===== config.mk =====
export PLATFORM = sky130hd
export DESIGN_NAME = lane_evt_counter
export DESIGN_NICKNAME = d
export VERILOG_FILES = /design/src/rtl/lane_evt_pkg.sv /design/src/rtl/lane_evt_select.sv /design/src/rtl/lane_evt_ctrl.sv /design/src/rtl/lane_evt_count.sv /design/src/rtl/lane_evt_counter.sv
export SDC_FILE = /design/constraint.sdc
export NUM_CORES = 1
export LEC_CHECK = 0
export ABC_AREA = 1
export ABC_CLOCK_PERIOD_IN_PS = 3500
export BUFFER_PORTS_ARGS = -buffer_cell sky130_fd_sc_hd__clkbuf_2
export CORE_MARGIN = 2
export CORE_UTILIZATION = 35
export CTS_BUF_LIST = sky130_fd_sc_hd__clkbuf_16
export CTS_CLUSTER_DIAMETER = 150
export DETAILED_ROUTE_END_ITERATION = 8
export MAX_ROUTING_LAYER = met4
export PLACE_DENSITY_LB_ADDON = 0.05
export SKIP_CTS_REPAIR_TIMING = 1
export SYNTH_ARGS = -nofsm -noshare
export SYNTH_HDL_FRONTEND = slang
export SYNTH_SLANG_ARGS = --single-unit

===== constraint.sdc =====
create_clock -name clk -period 3.5 [get_ports clk]
set_clock_uncertainty 0.15 [all_clocks]
set_input_delay 0.525 -clock clk [delete_from_list [all_inputs] [get_ports clk]]
set_output_delay 0.525 -clock clk [all_outputs]
set_load 0.01 [all_outputs]

===== src/rtl/lane_evt_pkg.sv =====
package lane_evt_pkg;

    localparam int REG_W      = 32;
    localparam int EVT_CODE_W = 12;
    localparam int LANE_SEL_W = 4;

    localparam int DLL_EVT_N  = 7;
    localparam int TLP_EVT_N  = 24;
    localparam int EVT_N      = DLL_EVT_N + TLP_EVT_N;

    localparam logic [EVT_CODE_W-1:0] DLL_BASE = 12'h600;
    localparam logic [EVT_CODE_W-1:0] TLP_BASE = 12'h700;

    localparam int OFS_CTL  = 8;
    localparam int OFS_DATA = 12;

    localparam int SEL_LSB  = 16;
    localparam int LANE_LSB = 8;
    localparam int STAT_BIT = 7;
    localparam int EN_LSB   = 2;
    localparam int CLR_LSB  = 0;

    localparam logic [2:0] EN_ON  = 3'd3;
    localparam logic [2:0] EN_OFF = 3'd1;
    localparam logic [1:0] CLR_GO = 2'd1;

    typedef enum logic {
        ST_IDLE,
        ST_COUNTING
    } run_state_t;

    function automatic logic [EVT_CODE_W-1:0] evt_code(input int idx);
        if (idx < DLL_EVT_N)
            return DLL_BASE + EVT_CODE_W'(idx);
        else
            return TLP_BASE + EVT_CODE_W'(idx - DLL_EVT_N);
    endfunction

endpackage


===== src/rtl/lane_evt_select.sv =====
module lane_evt_select
    import lane_evt_pkg::*;
#(
    parameter int NUM_LANES = 4
) (
    input  logic                          clk,
    input  logic                          rst_n,
    input  logic [NUM_LANES*EVT_N-1:0]    evt_strobe,
    input  logic [EVT_CODE_W-1:0]         evt_sel,
    input  logic [LANE_SEL_W-1:0]         lane_sel,
    output logic                          src_hit
);

    localparam int SRC_N = NUM_LANES * EVT_N;

    logic [SRC_N-1:0] hit;

    for (genvar l = 0; l < NUM_LANES; l++) begin : g_lane
        for (genvar e = 0; e < EVT_N; e++) begin : g_evt
            assign hit[l*EVT_N+e] = evt_strobe[l*EVT_N+e]
                                 && (int'(lane_sel) == l)
                                 && (evt_sel == evt_code(e));
        end
    end

    assign src_hit = |hit;

    AST_ONE_SOURCE: assert property (@(posedge clk) disable iff (!rst_n)
        $onehot0(hit));

    AST_BAD_LANE_SILENT: assert property (@(posedge clk) disable iff (!rst_n)
        (int'(lane_sel) >= NUM_LANES) |-> !src_hit);

endmodule


===== src/rtl/lane_evt_ctrl.sv =====
module lane_evt_ctrl
    import lane_evt_pkg::*;
(
    input  logic                   clk,
    input  logic                   rst_n,
    input  logic                   ctl_we,
    input  logic [REG_W-1:0]       wdata,
    output logic [EVT_CODE_W-1:0]  evt_sel,
    output logic [LANE_SEL_W-1:0]  lane_sel,
    output logic                   counting,
    output logic                   clr_go
);

    run_state_t state_q, state_d;
    logic [2:0] en_cmd;
    logic [1:0] clr_cmd;

    assign en_cmd  = wdata[EN_LSB +: 3];
    assign clr_cmd = wdata[CLR_LSB +: 2];

    always_ff @(posedge clk or negedge rst_n) begin
        if (!rst_n) begin
            state_q  <= ST_IDLE;
            evt_sel  <= '0;
            lane_sel <= '0;
        end else begin
            state_q <= state_d;
            if (ctl_we) begin
                evt_sel  <= wdata[SEL_LSB +: EVT_CODE_W];
                lane_sel <= wdata[LANE_LSB +: LANE_SEL_W];
            end
        end
    end

    always_comb begin
        state_d = state_q;
        unique case (state_q)
            ST_IDLE:     if (ctl_we && en_cmd == EN_ON)  state_d = ST_COUNTING;
            ST_COUNTING: if (ctl_we && en_cmd == EN_OFF) state_d = ST_IDLE;
            default:     state_d = ST_IDLE;
        endcase
    end

    always_comb begin
        counting = (state_q == ST_COUNTING);
        clr_go   = ctl_we && (clr_cmd == CLR_GO);
    end

    AST_TURN_ON: assert property (@(posedge clk) disable iff (!rst_n)
        (ctl_we && en_cmd == EN_ON) |=> counting);

    AST_TURN_OFF: assert property (@(posedge clk) disable iff (!rst_n)
        (ctl_we && en_cmd == EN_OFF) |=> !counting);

    AST_CMD_IGNORED: assert property (@(posedge clk) disable iff (!rst_n)
        (!(ctl_we && (en_cmd == EN_ON || en_cmd == EN_OFF))) |=> $stable(counting));

endmodule


===== src/rtl/lane_evt_count.sv =====
module lane_evt_count #(
    parameter int CNT_W = 32
) (
    input  logic             clk,
    input  logic             rst_n,
    input  logic             clr_go,
    input  logic             counting,
    input  logic             src_hit,
    output logic [CNT_W-1:0] count
);

    always_ff @(posedge clk or negedge rst_n) begin
        if (!rst_n)
            count <= '0;
        else if (clr_go)
            count <= '0;
        else if (counting && src_hit)
            count <= count + CNT_W'(1);
    end

    AST_CLEAR_WINS: assert property (@(posedge clk) disable iff (!rst_n)
        clr_go |=> (count == '0));

    AST_STEP_ONE: assert property (@(posedge clk) disable iff (!rst_n)
        (!clr_go && counting && src_hit) |=> (count == $past(count) + CNT_W'(1)));

    AST_HOLD_IDLE: assert property (@(posedge clk) disable iff (!rst_n)
        (!clr_go && !counting) |=> $stable(count));

    AST_WRAP: assert property (@(posedge clk) disable iff (!rst_n)
        (!clr_go && counting && src_hit && count == '1) |=> (count == '0));

endmodule


===== src/rtl/lane_evt_counter.sv =====
module lane_evt_counter
    import lane_evt_pkg::*;
#(
    parameter int NUM_LANES = 4,
    parameter int CNT_W     = 32,
    parameter int ADDR_W    = 8
) (
    input  logic                       clk,
    input  logic                       rst_n,
    input  logic                       reg_we,
    input  logic [ADDR_W-1:0]          reg_wr_addr,
    input  logic [31:0]                reg_wdata,
    input  logic [ADDR_W-1:0]          reg_rd_addr,
    output logic [31:0]                reg_rdata,
    input  logic [NUM_LANES*EVT_N-1:0] evt_strobe
);

    localparam logic [ADDR_W-1:0] A_CTL  = ADDR_W'(OFS_CTL);
    localparam logic [ADDR_W-1:0] A_DATA = ADDR_W'(OFS_DATA);

    logic                  ctl_we;
    logic [EVT_CODE_W-1:0] evt_sel;
    logic [LANE_SEL_W-1:0] lane_sel;
    logic                  counting;
    logic                  clr_go;
    logic                  src_hit;
    logic [CNT_W-1:0]      count;
    logic [REG_W-1:0]      ctl_word;

    assign ctl_we = reg_we && (reg_wr_addr == A_CTL);

    lane_evt_ctrl u_ctrl (
        .clk      (clk),
        .rst_n    (rst_n),
        .ctl_we   (ctl_we),
        .wdata    (reg_wdata),
        .evt_sel  (evt_sel),
        .lane_sel (lane_sel),
        .counting (counting),
        .clr_go   (clr_go)
    );

    lane_evt_select #(.NUM_LANES(NUM_LANES)) u_select (
        .clk        (clk),
        .rst_n      (rst_n),
        .evt_strobe (evt_strobe),
        .evt_sel    (evt_sel),
        .lane_sel   (lane_sel),
        .src_hit    (src_hit)
    );

    lane_evt_count #(.CNT_W(CNT_W)) u_count (
        .clk      (clk),
        .rst_n    (rst_n),
        .clr_go   (clr_go),
        .counting (counting),
        .src_hit  (src_hit),
        .count    (count)
    );

    always_comb begin
        ctl_word = '0;
        ctl_word[SEL_LSB +: EVT_CODE_W]  = evt_sel;
        ctl_word[LANE_LSB +: LANE_SEL_W] = lane_sel;
        ctl_word[STAT_BIT]               = counting;
    end

    always_comb begin
        unique case (reg_rd_addr)
            A_CTL:   reg_rdata = ctl_word;
            A_DATA:  reg_rdata = REG_W'(count);
            default: reg_rdata = '0;
        endcase
    end

    AST_DATA_READ_ONLY: assert property (@(posedge clk) disable iff (!rst_n)
        (reg_we && reg_wr_addr == A_DATA && !counting) |=> $stable(count));

endmodule


==> flow_summary.yaml <==
global_routing:
  grt-ovfl-total: 0
  grt_antenna_before_repair: 0
  grt_usage: 0.289
  first_pass_grt_wire_length_um: 47000
  first_global_vias: 8248
  grt_start_max_net_pins: 88
sta:
  final_period_minus_worst_setup_slack_ns: 2.98
  count_of_endpoints_failing_hold_in_the_final_timing_report: 0
  slew-limit-headroom: 0.373
  worstMarginPinSlew_ns: 0.940
  fmax_mhz: 335
  slew_violations: 0
  setup_repair_after_global_routing_missed_its_margin: "no"
  min_period_over_period: 0.852
  tns_ns: 0
  setup_viol_count_final: 0
die:
  die_x_extent_um: 147
  std_cell_rows: 52
  die_h_um: 147
  die_area_um2: 21600
  placeableCoreArea_um2: 20200
  starting_density: 0.355
  design.portCount: 207
pwr:
  powerDensity_nw_per_um2: 163
  leakage_uw: 0.00510
  p_total_uw: 1390
  max_rail_drop_vdd_uv: 160
clock_tree:
  worst_skew_pair_later_pin_latency_ns: 0.32
  clock_sinks: 49
  cts-root-buf: "clkbuf_16"
  cts_max_level: 2
  clkSlewWorstSetupHoldPaths_ns: 0.08
  tritoncts: "done"
  num_cts_buffers: 5
  ctsLongestPathBuffers: 2
routing:
  dr.first_iter.drc_count: 887
  wire_per_inst_um: 17.4
  drcViolationCount: 0
  drt-vias-per-instance: 5.07
  route.antenna.remaining_nets: 0
  dr.pass1.iters: 5
  num_vias: 9050
  route.final.wire_length_um: 31100
min_path:
  min_path_type: "in -> async"
logic_synthesis:
  ys_seq_elements: 49
  synthDominantAreaCellType: "dfrtp_1"
  synthTopCellsByArea: "dfrtp_1, nand3_1, nand2_1"
  synth-main-ff-cell: "dfrtp_1"
  synth-edff-count: 0
  synth_most_common_cell: "nand2_1"
  netlist_area_um2: 7170
  synth_top_cell_area_share: 0.171
  synth.lib_cells_used.distinct: 31
  synth_sequential_area_ratio: 0.171
  yosys_warnings: 0
  post_synth_inst_count: 1345
  synthesis.area_per_instance_um2: 5.33
  synthTopCellsByCount: "nand2_1, nor2_1, nand3_1, inv_1, dfrtp_1"
  synthesis.nets: 1521
  async_flop_share: 1.00
critical_path:
  ff2ff_setup_slack_ns: 0.52
  setup.worst_path.end: "u_count.count[0]"
  ff2ff_path_depth: 15
  critical_path.startpoint: "u_ctrl.evt_sel[4]"
  crit_path_end_kind: "flip-flop"
  reg2reg_from: "u_ctrl.evt_sel[4]"
  reg2reg_to: "u_count.count[0]"
  start_kind: "flip-flop"
  cp_data_arrival_time_ns: 3.04
  setup.worst_path.class: "reg -> reg"
  worst-path-max-fanout: 32
  data_required_time_of_the_worst_path_ns: 3.56
layout:
  finish.net_count: 1690
  final_util: 0.422
  insertedDiodeCount: 0
  drive_gt1_frac: 0.197
  fillCellCount: 2356
  postLayoutCellArea_um2: 8510
  layout_overhead_on_the_synthesized_area_pct: 18.7
status:
  run_status: "finished clean"
placement:
  place.port_buffers: 195
  dp.final_hpwl_um: 24700
  gpl.final_weighted_congestion: 0.951
  detailed_place.area_um2: 8370
job:
  cap_violations: 0
## critical path, cell delays in order, from the launching register on
cell and delay, ns:
dfrtp_1 0.40, nor2_2 0.22, nand2_8 0.19, nor2_4 0.50, buf_4 0.24, nand3_1 0.09, nand2_1 0.13, nor2_1 0.06
nand2_1 0.06, nor2_1 0.05, nand2_1 0.07, nor2_2 0.05, nand2_4 0.08, nand2_4 0.31, nand3_1 0.17, nand2_1 0.06
## area by class of cell
type	instances	area (µm²)	area share
inverter	225	845	0.0993
clock inverter	3	17.5	0.00206
timing repair buffer	219	1170	0.137
tap	270	338	0.0397
clock buffer	5	125	0.0147
multi-input combinational	1014	4790	0.563
sequential	49	1230	0.144
## routing by layer
metal  vias up  part of all wire  global-route usage
met5         -                 0                   -
met4         0             0.014              0.0486
met3        26             0.089              0.0509
met2       432              0.42               0.410
met1      4045              0.48               0.433
li1       4547                 -                   -
## power breakdown
| part | switching, µW | internal, µW | leakage, µW |
|---|---|---|---|
| registers | 14.3 | 581 | 0.000610 |
| logic | 164 | 103 | 0.00441 |
| clock network | 260 | 265 | 0.0000754 |
| total | 438 | 950 | 0.00510 |
## stage by stage
step	cells	hold slack, ns	worst slack (ns)
6_report	1785	0.184	0.517
4_1_cts	1785	0.214	0.587
3_3_place_gp	1777	0.376	0.613
2_1_floorplan	1345	0.0794	1.29
3_5_place_dp	1777	0.384	0.585
5_1_grt	1785	0.246	0.295
## registers in the layout, indices dropped and copies added, names as in the netlist
register         count
u_count.count       32
u_ctrl.evt_sel      12
u_ctrl.lane_sel      4
u_ctrl.counting      1
## layout by cell type (no fill, tap or decap), drive strengths merged
master,instances
buf,24
xor2,20
nand2,312
nor4,8
inv,223
clkinv,5
o21ai,18
clkbuf,200
nand4,36
and2,1
nor2,302
nand3,271
o22ai,18
nand3b,2
mux2,1
a21oi,1
dfrtp,49
nor3,21
ha,1
or2,2
## cell families (layout without fill, tap and decap cells)
family	after synthesis	in the layout	synth area share
AOI/OAI and AO/OA	37	37	0.0290
xor gates and xnor gates	20	20	0.0244
adders and majority gates	1	1	0.00175
buffers and inverters	282	452	0.163
DFF	49	49	0.171
muxes	1	1	0.00157
and+or+nand+nor	955	955	0.610
## how the worst min path moves through the flow
stage | cells after the start | start | end
6_report | 1 | rst_n | u_count.count[29]
5_1_grt | 1 | rst_n | u_count.count[29]
4_1_cts | 1 | rst_n | u_count.count[22]
3_5_place_dp | 2 | u_count.count[13] | u_count.count[13]
3_3_place_gp | 2 | u_count.count[13] | u_count.count[13]
2_1_floorplan | 0 | rst_n | u_count.count[0]
No activity file was read; power rests on OpenSTA's default activity.
